$ cat config.mk
export PLATFORM = sky130hd
export DESIGN_NAME = fdf_fetcher
export DESIGN_NICKNAME = d
export VERILOG_FILES = /design/src/rtl/fdf_pkg.sv /design/src/rtl/fdf_fifo.sv /design/src/rtl/fdf_engine.sv /design/src/rtl/fdf_status.sv /design/src/rtl/fdf_fetcher.sv
export SDC_FILE = /design/constraint.sdc
export NUM_CORES = 1
export LEC_CHECK = 0
export ABC_AREA = 1
export CAP_MARGIN = 20
export CORE_MARGIN = 2
export CORE_UTILIZATION = 30
export DETAILED_ROUTE_END_ITERATION = 8
export PLACE_DENSITY = 0.57
export SKIP_CTS_REPAIR_TIMING = 1
export SLEW_MARGIN = 40
export SYNTH_ARGS = -nofsm -noshare
export SYNTH_HDL_FRONTEND = slang
export SYNTH_HIERARCHICAL = 1
export SYNTH_SLANG_ARGS = --single-unit
export TNS_END_PERCENT = 10
$ cat constraint.sdc
create_clock -name clk -period 5.8 [get_ports clk]
set_input_delay 0.87 -clock clk [delete_from_list [all_inputs] [get_ports clk]]
set_output_delay 0.87 -clock clk [all_outputs]
set_load 0.05 [all_outputs]
$ cat src/rtl/fdf_pkg.sv
// Shared constants and the buffered word type for the frame fetcher.
package fdf_pkg;
    localparam int WORD_W    = 32;
    localparam int NCH       = 2;
    localparam int LEN_W     = 21;   // byte count field, cmd[20:0]
    localparam int PAL_BIT   = 26;   // palette flag in the command word
    localparam int EOF_BIT   = 21;   // end-of-frame pulse request
    localparam int STAT_W    = 16;
    localparam int ST_BUSERR = 2;
    localparam int ST_UND_LO = 4;
    localparam int ST_UND_UP = 5;

    typedef struct packed {
        logic [WORD_W-1:0] data;
        logic              chan;
        logic              pal;
        logic              last;
        logic              eofint;
    } fdf_item_t;
endpackage

$ cat src/rtl/fdf_fifo.sv
// Word buffer between memory responses and the output stream.
// Assumes the caller never pushes when full and never pops when empty.
module fdf_fifo #(
    parameter int W     = 36,
    parameter int DEPTH = 8
) (
    input  logic                       clk,
    input  logic                       rst_n,
    input  logic                       push,
    input  logic [W-1:0]               din,
    input  logic                       pop,
    output logic [W-1:0]               dout,
    output logic                       empty,
    output logic [$clog2(DEPTH+1)-1:0] level
);
    localparam int PW = (DEPTH > 1) ? $clog2(DEPTH) : 1;
    localparam int LW = $clog2(DEPTH+1);

    logic [W-1:0]  store [DEPTH];
    logic [PW-1:0] wp, rp;
    logic [LW-1:0] cnt;

    // Storage write, no reset needed.
    always_ff @(posedge clk) begin : store_wr
        if (push) store[wp] <= din;
    end

    // Pointer and occupancy tracking with explicit wrap.
    always_ff @(posedge clk) begin : ptr_upd
        if (!rst_n) begin
            wp  <= '0;
            rp  <= '0;
            cnt <= '0;
        end else begin
            if (push) wp <= (wp == PW'(DEPTH-1)) ? '0 : wp + PW'(1);
            if (pop)  rp <= (rp == PW'(DEPTH-1)) ? '0 : rp + PW'(1);
            cnt <= cnt + LW'(push) - LW'(pop);
        end
    end

    assign dout  = store[rp];
    assign empty = (cnt == '0);
    assign level = cnt;
endmodule

$ cat src/rtl/fdf_engine.sv
// Descriptor walker: fetches four-word descriptors, then issues data reads
// within buffer credit and tags each response for the buffer. Assumes
// in-order read responses and byte counts that are multiples of four.
module fdf_engine
    import fdf_pkg::*;
#(
    parameter int DEPTH = 8
) (
    input  logic                       clk,
    input  logic                       rst_n,
    input  logic                       en,
    input  logic                       dual,
    input  logic                       cfg_we,
    input  logic                       cfg_sel,
    input  logic [WORD_W-1:0]          cfg_ptr,
    output logic                       mem_req,
    output logic [WORD_W-1:0]          mem_addr,
    input  logic                       mem_gnt,
    input  logic                       mem_rvalid,
    input  logic [WORD_W-1:0]          mem_rdata,
    input  logic [$clog2(DEPTH+1)-1:0] fifo_level,
    output logic                       push,
    output fdf_item_t                  push_item
);
    localparam int LW = $clog2(DEPTH+1);
    localparam int WC = LEN_W - 2;          // word count width
    localparam int PA = WORD_W - 4;         // aligned pointer width

    typedef enum logic [1:0] {ST_IDLE, ST_DESC, ST_DATA} st_t;

    st_t           st;
    logic          ch;
    logic [PA-1:0] dar [NCH];
    logic [2:0]    req_idx, rcv_idx;
    logic [PA-1:0] d_next;
    logic [WORD_W-1:0] d_src;
    logic [LEN_W-1:0]  d_len;
    logic          d_pal, d_eof;
    logic [WC-1:0] issued, received;
    logic [LW-1:0] outstanding;
    logic          grant, credit;
    logic [WC-1:0] len_words;
    logic          unused_bits;

    assign len_words   = d_len[LEN_W-1:2];
    assign credit      = ({1'b0, fifo_level} + {1'b0, outstanding}) < (LW+1)'(DEPTH);
    assign grant       = mem_req && mem_gnt;
    assign unused_bits = ^{cfg_ptr[3:0], d_len[1:0]};

    // Request generation for descriptor words and frame data words.
    always_comb begin : req_gen
        mem_req  = 1'b0;
        mem_addr = '0;
        if (st == ST_DESC && req_idx < 3'd4) begin
            mem_req  = 1'b1;
            mem_addr = {dar[ch], req_idx[1:0], 2'b00};
        end else if (st == ST_DATA && issued < len_words && credit) begin
            mem_req  = 1'b1;
            mem_addr = d_src + WORD_W'({issued, 2'b00});
        end
    end

    // Data responses go to the buffer with their stream tags.
    assign push             = mem_rvalid && (st == ST_DATA);
    assign push_item.data   = mem_rdata;
    assign push_item.chan   = ch;
    assign push_item.pal    = d_pal;
    assign push_item.last   = (received == len_words - WC'(1));
    assign push_item.eofint = d_eof;

    // Sequencer: idle, descriptor fetch, data transfer.
    always_ff @(posedge clk) begin : engine_seq
        if (!rst_n) begin
            st          <= ST_IDLE;
            ch          <= 1'b0;
            req_idx     <= '0;
            rcv_idx     <= '0;
            d_next      <= '0;
            d_src       <= '0;
            d_len       <= '0;
            d_pal       <= 1'b0;
            d_eof       <= 1'b0;
            issued      <= '0;
            received    <= '0;
            outstanding <= '0;
            for (int i = 0; i < NCH; i++) dar[i] <= '0;
        end else begin
            outstanding <= outstanding + LW'(grant) - LW'(mem_rvalid);
            unique case (st)
                ST_IDLE: begin
                    if (en) begin
                        st      <= ST_DESC;
                        ch      <= 1'b0;
                        req_idx <= '0;
                        rcv_idx <= '0;
                    end else if (cfg_we) begin
                        dar[cfg_sel] <= cfg_ptr[WORD_W-1:4];
                    end
                end
                ST_DESC: begin
                    if (grant) req_idx <= req_idx + 3'd1;
                    if (mem_rvalid) begin
                        rcv_idx <= rcv_idx + 3'd1;
                        case (rcv_idx)
                            3'd0: d_next <= mem_rdata[WORD_W-1:4];
                            3'd1: d_src  <= mem_rdata;
                            3'd3: begin
                                d_len    <= mem_rdata[LEN_W-1:0];
                                d_pal    <= mem_rdata[PAL_BIT];
                                d_eof    <= mem_rdata[EOF_BIT];
                                issued   <= '0;
                                received <= '0;
                                dar[ch]  <= d_next;
                                st       <= ST_DATA;
                            end
                            default: ;
                        endcase
                    end
                end
                ST_DATA: begin
                    if (grant)      issued   <= issued + WC'(1);
                    if (mem_rvalid) received <= received + WC'(1);
                    if (issued == len_words && outstanding == '0) begin
                        if (!en) begin
                            st <= ST_IDLE;
                        end else begin
                            st      <= ST_DESC;
                            ch      <= dual ? ~ch : 1'b0;
                            req_idx <= '0;
                            rcv_idx <= '0;
                        end
                    end
                end
                default: st <= ST_IDLE;
            endcase
        end
    end
endmodule

$ cat src/rtl/fdf_status.sv
// Sticky status: bus error and per-channel underrun in the middle of a
// transfer. Everything clears on the cycle the enable rises.
module fdf_status
    import fdf_pkg::*;
(
    input  logic              clk,
    input  logic              rst_n,
    input  logic              en,
    input  logic              mem_rvalid,
    input  logic              mem_rerr,
    input  logic              pop,
    input  logic              pop_last,
    input  logic              pop_chan,
    input  logic              px_ready,
    input  logic              px_valid,
    output logic [STAT_W-1:0] stat
);
    logic en_q, mid, mid_ch, buserr, und_lo, und_up;

    // Track transfer progress at the output and record events.
    always_ff @(posedge clk) begin : stat_upd
        if (!rst_n) begin
            en_q <= 1'b0; mid <= 1'b0; mid_ch <= 1'b0;
            buserr <= 1'b0; und_lo <= 1'b0; und_up <= 1'b0;
        end else begin
            en_q <= en;
            if (en && !en_q) begin
                mid <= 1'b0; buserr <= 1'b0; und_lo <= 1'b0; und_up <= 1'b0;
            end else begin
                if (mem_rvalid && mem_rerr) buserr <= 1'b1;
                if (pop) begin
                    mid    <= !pop_last;
                    mid_ch <= pop_chan;
                end
                if (mid && px_ready && !px_valid) begin
                    if (mid_ch) und_lo <= 1'b1;
                    else        und_up <= 1'b1;
                end
            end
        end
    end

    // Assemble the status word.
    always_comb begin : stat_pack
        stat            = '0;
        stat[ST_BUSERR] = buserr;
        stat[ST_UND_LO] = und_lo;
        stat[ST_UND_UP] = und_up;
    end
endmodule

$ cat src/rtl/fdf_fetcher.sv
// Top level: descriptor walker, word buffer and status tracker.
// Assumes pointers are loaded while en is low and that memory answers
// reads in order.
module fdf_fetcher
    import fdf_pkg::*;
#(
    parameter int DEPTH = 8
) (
    input  logic              clk,
    input  logic              rst_n,
    input  logic              en,
    input  logic              dual,
    input  logic              cfg_we,
    input  logic              cfg_sel,
    input  logic [WORD_W-1:0] cfg_ptr,
    output logic              mem_req,
    output logic [WORD_W-1:0] mem_addr,
    input  logic              mem_gnt,
    input  logic              mem_rvalid,
    input  logic [WORD_W-1:0] mem_rdata,
    input  logic              mem_rerr,
    output logic              px_valid,
    input  logic              px_ready,
    output logic [WORD_W-1:0] px_data,
    output logic              px_chan,
    output logic              px_pal,
    output logic              px_last,
    output logic              eof_irq,
    output logic [STAT_W-1:0] stat
);
    localparam int LW = $clog2(DEPTH+1);
    localparam int IW = $bits(fdf_item_t);

    logic          fifo_push, fifo_pop, fifo_empty;
    logic [LW-1:0] fifo_level;
    fdf_item_t     in_item, head;

    fdf_engine #(.DEPTH(DEPTH)) u_engine (
        .clk(clk), .rst_n(rst_n), .en(en), .dual(dual),
        .cfg_we(cfg_we), .cfg_sel(cfg_sel), .cfg_ptr(cfg_ptr),
        .mem_req(mem_req), .mem_addr(mem_addr), .mem_gnt(mem_gnt),
        .mem_rvalid(mem_rvalid), .mem_rdata(mem_rdata),
        .fifo_level(fifo_level), .push(fifo_push), .push_item(in_item)
    );

    fdf_fifo #(.W(IW), .DEPTH(DEPTH)) u_fifo (
        .clk(clk), .rst_n(rst_n), .push(fifo_push), .din(in_item),
        .pop(fifo_pop), .dout(head), .empty(fifo_empty), .level(fifo_level)
    );

    fdf_status u_status (
        .clk(clk), .rst_n(rst_n), .en(en), .mem_rvalid(mem_rvalid),
        .mem_rerr(mem_rerr), .pop(fifo_pop), .pop_last(head.last),
        .pop_chan(head.chan), .px_ready(px_ready), .px_valid(px_valid),
        .stat(stat)
    );

    // Output stream taken straight from the buffer head.
    assign px_valid = !fifo_empty;
    assign fifo_pop = px_valid && px_ready;
    assign px_data  = head.data;
    assign px_chan  = head.chan;
    assign px_pal   = head.pal;
    assign px_last  = head.last;
    assign eof_irq  = fifo_pop && head.last && head.eofint;
endmodule

# --- Yosys cells after proc, flatten, opt, wreduce, memory -nomap -nowiden ---
# Memories as Yosys holds them, arrays and structs flattened. A register that Yosys moved wholly into a read port is not among the register bits.
# Index checks and enable logic that the tools add are counted.
op_classes:
  addsub: 13
  n_lt_le_gt_ge: 3
  n_eq_ne: 16
  mux: 54
  bitwise_logic: 4
  reduce_logical: 38
ops:
  columns: ["operator", "count"]
  rows:
  - ["2-to-1 mux 19 bit", 4]
  - ["one-hot mux 19 bit (2 select lines)", 2]
  - ["2-to-1 mux 32 bit", 2]
  - ["2-to-1 mux 28 bit", 2]
  - ["OR reduction 28 bit", 2]
  - ["adder 19 x 1 -> 19 bit, second input constant", 2]
  - ["equality test 19 bit", 2]
  - ["adder 32 x 21 -> 32 bit", 1]
  - ["2-to-1 mux 3 bit", 10]
  - ["2-to-1 mux 1 bit", 26]
  - ["< comparator 19 bit", 1]
  - ["subtractor 19 x 1 -> 19 bit, second input constant", 1]
  - ["one-hot mux 3 bit (3 select lines)", 2]
  - ["AND reduction 4 bit", 4]
  - ["AND reduction 3 bit", 5]
  - ["logical AND 1 bit", 13]
  - ["adder 3 x 1 -> 3 bit, second input constant", 4]
  - ["inequality test 2 bit, second input constant", 6]
  - ["adder 4 x 1 -> 4 bit", 2]
  - ["logical NOT 4 bit", 2]
  - ["2-to-1 mux 2 bit", 4]
  - ["subtractor 4 x 1 -> 4 bit", 2]
  - ["equality test 3 bit, second input constant", 2]
  - ["one-hot mux 2 bit (3 select lines)", 1]
  - ["17 further kinds", 26]
word_totals:
  regBits: 150
  mem_bits_rw: 344
  input_bits: 74
  out_inout_bits: 86
  memories: 2
mem_list:
  columns: ["name", "words", "word_bits", "rd", "rd_ports_with_merged_regs", "write_ports", "line_no", "text"]
  rows:
  - ["u_fifo.store", 8, 36, 1, 1, 1, "fdf_fifo.sv:19", "logic [W-1:0] store [DEPTH];"]
  - ["u_engine.dar", 2, 28, 1, 1, 2, "fdf_engine.sv:33", "logic [PA-1:0] dar [NCH];"]

# --- Depth between registers and ports, before layout ---
depth:
  depth_word: 8
  mapped_depth: 19
  depth_no_buf: 19

# --- By module ---
# The synthesis kept the hierarchy.
by_module_without_submodules:
  columns: ["mod", "n_inst", "cells_per_inst", "area_each_um2"]
  rows:
  - ["fdf_fifo", 1, 1325, 13130.1]
  - ["fdf_engine", 1, 1430, 11148.2]
  - ["fdf_status", 1, 48, 351.6]
  - ["fdf_fetcher", 1, 5, 23.8]

# --- Worst setup path before layout ---
# Ideal clock, no wire load.
synth_timing:
  kind: "reg-to-output"
  from: "register u_engine.d_len[12]"
  to: "output port mem_addr[27]"
  t_arrival_ns: 2.778
  required_ns: 4.930
  slack_ns: 2.152
  path_stages_with_launch: 12
  path_buffers: 1
  cell_sequence: "dfxtp_1 > inv_1 > ha_1 > a21o_1 > nor2_1 > nand2_1 > nand2_1 > nand4_1 > nor2_1 > clkbuf_1 > nand2_1 > o21ai_0"
synth_between:
  elab_chain_len: 5
synth_rtl:
  columns: ["element", "line_no", "text"]
  rows:
  - ["start, declared", "fdf_engine.sv:37", "logic [LEN_W-1:0] d_len;"]
  - ["start signal, assigned", "fdf_engine.sv:108", "d_len <= mem_rdata[LEN_W-1:0];"]
  - ["< comparator 19 bit", "fdf_engine.sv:57", "end else if (st == ST_DATA && issued < len_words && credit) begin"]
  - ["logical AND 1 bit (2 in series)", "fdf_engine.sv:57", null]
  - ["2-to-1 mux 32 bit", "fdf_engine.sv:57", null]
  - ["2-to-1 mux 32 bit", "fdf_engine.sv:54", "if (st == ST_DESC && req_idx < 3'd4) begin"]
  - ["end, declared", "fdf_fetcher.sv:17", "output logic [WORD_W-1:0] mem_addr,"]
# Every way passes these cells.

# --- Final worst setup path ---
layout_timing:
  from: "register u_engine.d_len[16]"
  to: "output port mem_addr[24]"
# Same word-level chain as after synthesis.

==> summary.txt <==
=================================================================================
Required time worst endpoint                                              4.93 ns
TNS Setup                                                                    0 ns
F_max                                                                     180 MHz
Critical Path, Cell by Cell                                          inv_1 -> ha_1 -> nand2_1 -> inv_1 -> nand2_1 -> nand2_1 -> a21oi_1 -> nand4_1 -> nor2_1 -> inv_1 -> a21oi_1 -> o21ai_0 -> o21ai_0 -> clkdlybuf4s50_1
Core Footprint                                                         0.0817 mm2
Post-synthesis async set-or-reset flop share                                   0%
Number of rows in the core area                                               105
Pwr per Cell Area                                                      342 mW/mm2
Clk pin slew, worst setup/hold paths                                      0.06 ns
Average wire length per cell after detail routing                         16.8 um
Leading post-synthesis cells by cell area                            sky130_fd_sc_hd__edfxtp_1, sky130_fd_sc_hd__dfxtp_1, sky130_fd_sc_hd__nand2_1
Sequential fraction of the synthesis area                                   54.2%
# port buffers                                                                142
Fin crit period                                                           5.57 ns
Worst Setup Start Kind                                                   register
Number of synthesized flops with an enable pin                                344
Final hold violation count                                                      0
Crit end category                                                     output port
Number of antenna violations at the first check in global routing               3
Post-Place Cell Area                                                   0.0269 mm2
Maximum buffer depth of the clock tree                                          3
Post-synth cell types                                                          55
Worst IR Drop VDD                                                        0.264 mV
Arrival @ worst endpoint                                                  4.70 ns
Layout cells sized above 1                                                  8.51%
Crit-path slowest cell                                               sky130_fd_sc_hd__clkdlybuf4s50_1
Outcome                                                              finished, final reports clean
Met3 WL                                                                   3.33 mm
Final cycle utilization of the critical path                                96.0%
DRT antenna net count                                                           0
Synthesized cell area                                                  0.0247 mm2
Total global routing overflow                                                   0
Chip width                                                                 291 um
Post-Layout Inst Area                                                  0.0286 mm2
TritonCTS clock tree                                                         done
Routability congestion estimate                                             0.852
Capturing point of the worst reg2reg path                            u_engine/outstanding[2]$_SDFF_PN0_
Transition time at the pin with the least slew margin                    0.832 ns
Per-cell via count in the routed design                                      4.55
Worst slew margin relative to its limit                                     44.5%
Largest net degree at the start of global routing                              93
Relative area change from synthesis to final layout                         16.2%
Max-cap viol count                                                              0
Worst reg2reg path depth                                                       16
Setup Viol. Count Final                                                         0
Final net count                                                              3033
Clk root buf                                                         sky130_fd_sc_hd__clkbuf_16
Worst setup slack after layout                                           0.230 ns
Overall routed net length                                                 67.5 mm
Number of buffers created by CTS                                               52
Wire length the detailed router placed on met1                            32.0 mm
Portion of synthesized cell area occupied by the leading cell type          41.9%
Top sig layer                                                                met4
Drt drc                                                                         0
CTS HTree Levels                                                                2
Routed length on met2                                                     31.0 mm
Area of the die                                                        0.0845 mm2
1st-iter DRT viols                                                           1143
Number of pins with negative max-slew slack in the final report                 0
First element of the critical path                                   u_engine/d_len[16]$_SDFFE_PN0P_
Worst setup slack for register-to-register paths                          2.50 ns
Slowest Stage Delay on Critical Path                                      0.94 ns
Avg Cell Area, Syn                                                       8.78 um2
CP Max Fanout                                                                  21
Startpoint-to-endpoint class of the critical path                         reg2out
IO Count                                                                      160
Cell taking the most area after synthesis                            sky130_fd_sc_hd__edfxtp_1
Leading register cell type out of synthesis                          sky130_fd_sc_hd__edfxtp_1
First drt pass iteration count                                                  6
Post-Syn Instances                                                           2808
Initial Utilization                                                         30.2%
Worst setup path endpoint                                            mem_addr[24]
Leakage component of the power                                            12.3 nW
Warnings from Yosys                                                             6
Worst clock skew                                                        0.0637 ns
Flop and latch count out of synthesis                                         496
Setup Slack @ Placement                                                  0.966 ns
Height of the die                                                          291 um
Tot GR Track Use                                                            15.8%
Vias in the first global route                                              17.1k
Unrepaired setup endpoints after global routing                                no
Source-to-sink clock delay at the later pin of the worst-skew pair        0.64 ns
Path category of the worst min-delay check                                reg2reg
DR vias                                                                     18.2k
Detailed Place HPWL                                                       46.3 mm
Start of the worst register-to-register path                         u_engine/d_len[16]$_SDFFE_PN0P_
TritonCTS Sinks                                                               496
Wire length of the first global-routing pass                               103 mm
=================================================================================
-- cell usage after synthesis (5+ instances only) --
library cell                 n
sky130_fd_sc_hd__nand2_1   707
sky130_fd_sc_hd__inv_1     365
sky130_fd_sc_hd__edfxtp_1  344
sky130_fd_sc_hd__nor2_1    227
sky130_fd_sc_hd__nand3_1   201
sky130_fd_sc_hd__dfxtp_1   152
sky130_fd_sc_hd__a21oi_1   113
sky130_fd_sc_hd__o21ai_0   104
sky130_fd_sc_hd__inv_2      97
sky130_fd_sc_hd__ha_1       63
sky130_fd_sc_hd__buf_4      62
sky130_fd_sc_hd__mux2i_1    51
sky130_fd_sc_hd__buf_2      47
sky130_fd_sc_hd__o22ai_1    40
sky130_fd_sc_hd__xor2_1     40
sky130_fd_sc_hd__clkbuf_1   31
sky130_fd_sc_hd__nand4_1    22
sky130_fd_sc_hd__nor3_1     20
sky130_fd_sc_hd__xnor2_1    14
sky130_fd_sc_hd__buf_1      13
sky130_fd_sc_hd__nand3b_1    7
sky130_fd_sc_hd__nor4_1      7
sky130_fd_sc_hd__a31oi_1     6
sky130_fd_sc_hd__mux2_2      5
sky130_fd_sc_hd__o21ai_1     5
sky130_fd_sc_hd__or2_2       5
-- flip-flops by register name (all words and copies together) (netlist names), 2 cells and up, named ones only --
register / cells
u_fifo/store: 288
u_fifo/wp: 3
u_engine/st: 2
u_engine/d_src: 32
u_engine/issued: 19
u_engine/d_next: 28
u_engine/dar: 56
u_engine/outstanding: 4
u_engine/req_idx: 3
u_engine/d_len: 19
u_engine/received: 19
u_engine/rcv_idx: 3
u_fifo/rp: 3
u_fifo/level: 4
-- critical path, delay by kind of cell, from the launching register on --
family | cells | cell delay, ns
buffers and inverters | 4 | 1.66
and+or+nand+nor | 5 | 0.97
AOI/OAI and AO/OA | 4 | 0.76
DFF | 1 | 0.36
adders and majority gates | 1 | 0.31
-- layout make-up --
cell class	count	area (um2)
fill	8347	53100
antenna	2	5.00
multi-input combinational	1704	8740
inverter	464	1750
clock inverter	27	274
clock buffer	71	1420
sequential	496	13400
tap	1070	1340
timing repair buffer	175	1740
-- layer usage --
layer / global-route usage (%) / vias to the layer above
met3: 2.30 / 74
met5: 0 / -
met4: 3.63 / 0
li1: - / 9183
met2: 25.6 / 427
met1: 22.2 / 8547
-- metrics by stage --
stage | util, % | total power, mW | cells | hold WS (ns)
2_1_floorplan | - | 5.77 | 2820 | 0.429
6_report | 35.1 | 9.79 | 4009 | 0.467
4_1_cts | 35.0 | 9.90 | 4007 | 0.456
3_3_place_gp | 32.8 | 6.58 | 3905 | 0.437
5_1_grt | 35.0 | 10.3 | 4007 | 0.459
3_5_place_dp | 33.0 | 6.59 | 3909 | 0.447
-- cells by family (layout without fill, tap and decap cells) --
logic type      Yosys count  after routing  synth area share (%)
simple gates           1219           1219                  20.7
xor+xnor                 55             55                  2.01
compound gates          295            295                  6.55
other cells               1             15                0.0152
buf+inv                 620            737                  10.7
mux                      56             56                  2.30
fa+ha+maj                66             66                  3.44
flops                   496            496                  54.2
-- power by group --
part / internal [mW] / switching, mW / total, mW
clock: 1.87 / 1.44 / 3.30
combinational: 0.742 / 1.76 / 2.50
sequential: 3.87 / 0.119 / 3.99
-- how the worst min path moves through the flow --
stage,endpoint,cells after the start,startpoint
detailed placement,u_status/und_up$_SDFFE_PP0P_,2,u_status/und_up$_SDFFE_PP0P_
global route,u_status/und_up$_SDFFE_PP0P_,2,u_status/und_up$_SDFFE_PP0P_
finish,u_engine/d_src[0]$_SDFFE_PN0P_,2,u_engine/d_src[0]$_SDFFE_PN0P_
global placement,u_engine/d_src[0]$_SDFFE_PN0P_,2,u_engine/d_src[0]$_SDFFE_PN0P_
CTS,u_status/und_up$_SDFFE_PP0P_,2,u_status/und_up$_SDFFE_PP0P_
floorplan,u_engine/d_eof$_SDFFE_PN0P_,2,u_engine/d_eof$_SDFFE_PN0P_
-- cells in the final DEF (no fill, tap or decap), types with 5 or more instances in the layout --
master / count
sky130_fd_sc_hd__a21oi_1: 113
sky130_fd_sc_hd__a31oi_1: 6
sky130_fd_sc_hd__buf_4: 28
sky130_fd_sc_hd__clkbuf_1: 14
sky130_fd_sc_hd__clkbuf_16: 52
sky130_fd_sc_hd__clkbuf_8: 5
sky130_fd_sc_hd__clkdlybuf4s50_1: 141
sky130_fd_sc_hd__clkinv_1: 11
sky130_fd_sc_hd__clkinv_2: 10
sky130_fd_sc_hd__conb_1: 13
sky130_fd_sc_hd__dfxtp_1: 149
sky130_fd_sc_hd__edfxtp_1: 344
sky130_fd_sc_hd__ha_1: 63
sky130_fd_sc_hd__inv_1: 363
sky130_fd_sc_hd__inv_2: 96
sky130_fd_sc_hd__mux2_2: 5
sky130_fd_sc_hd__mux2i_1: 51
sky130_fd_sc_hd__nand2_1: 707
sky130_fd_sc_hd__nand3_1: 201
sky130_fd_sc_hd__nand3b_1: 7
sky130_fd_sc_hd__nand4_1: 22
sky130_fd_sc_hd__nor2_1: 219
sky130_fd_sc_hd__nor2_4: 12
sky130_fd_sc_hd__nor3_1: 20
sky130_fd_sc_hd__nor4_1: 7
sky130_fd_sc_hd__o21ai_0: 103
sky130_fd_sc_hd__o21ai_1: 6
sky130_fd_sc_hd__o22ai_1: 40
sky130_fd_sc_hd__or2_2: 5
sky130_fd_sc_hd__xnor2_1: 14
sky130_fd_sc_hd__xor2_1: 40
Note: power is estimated with default switching activity, not from simulation.
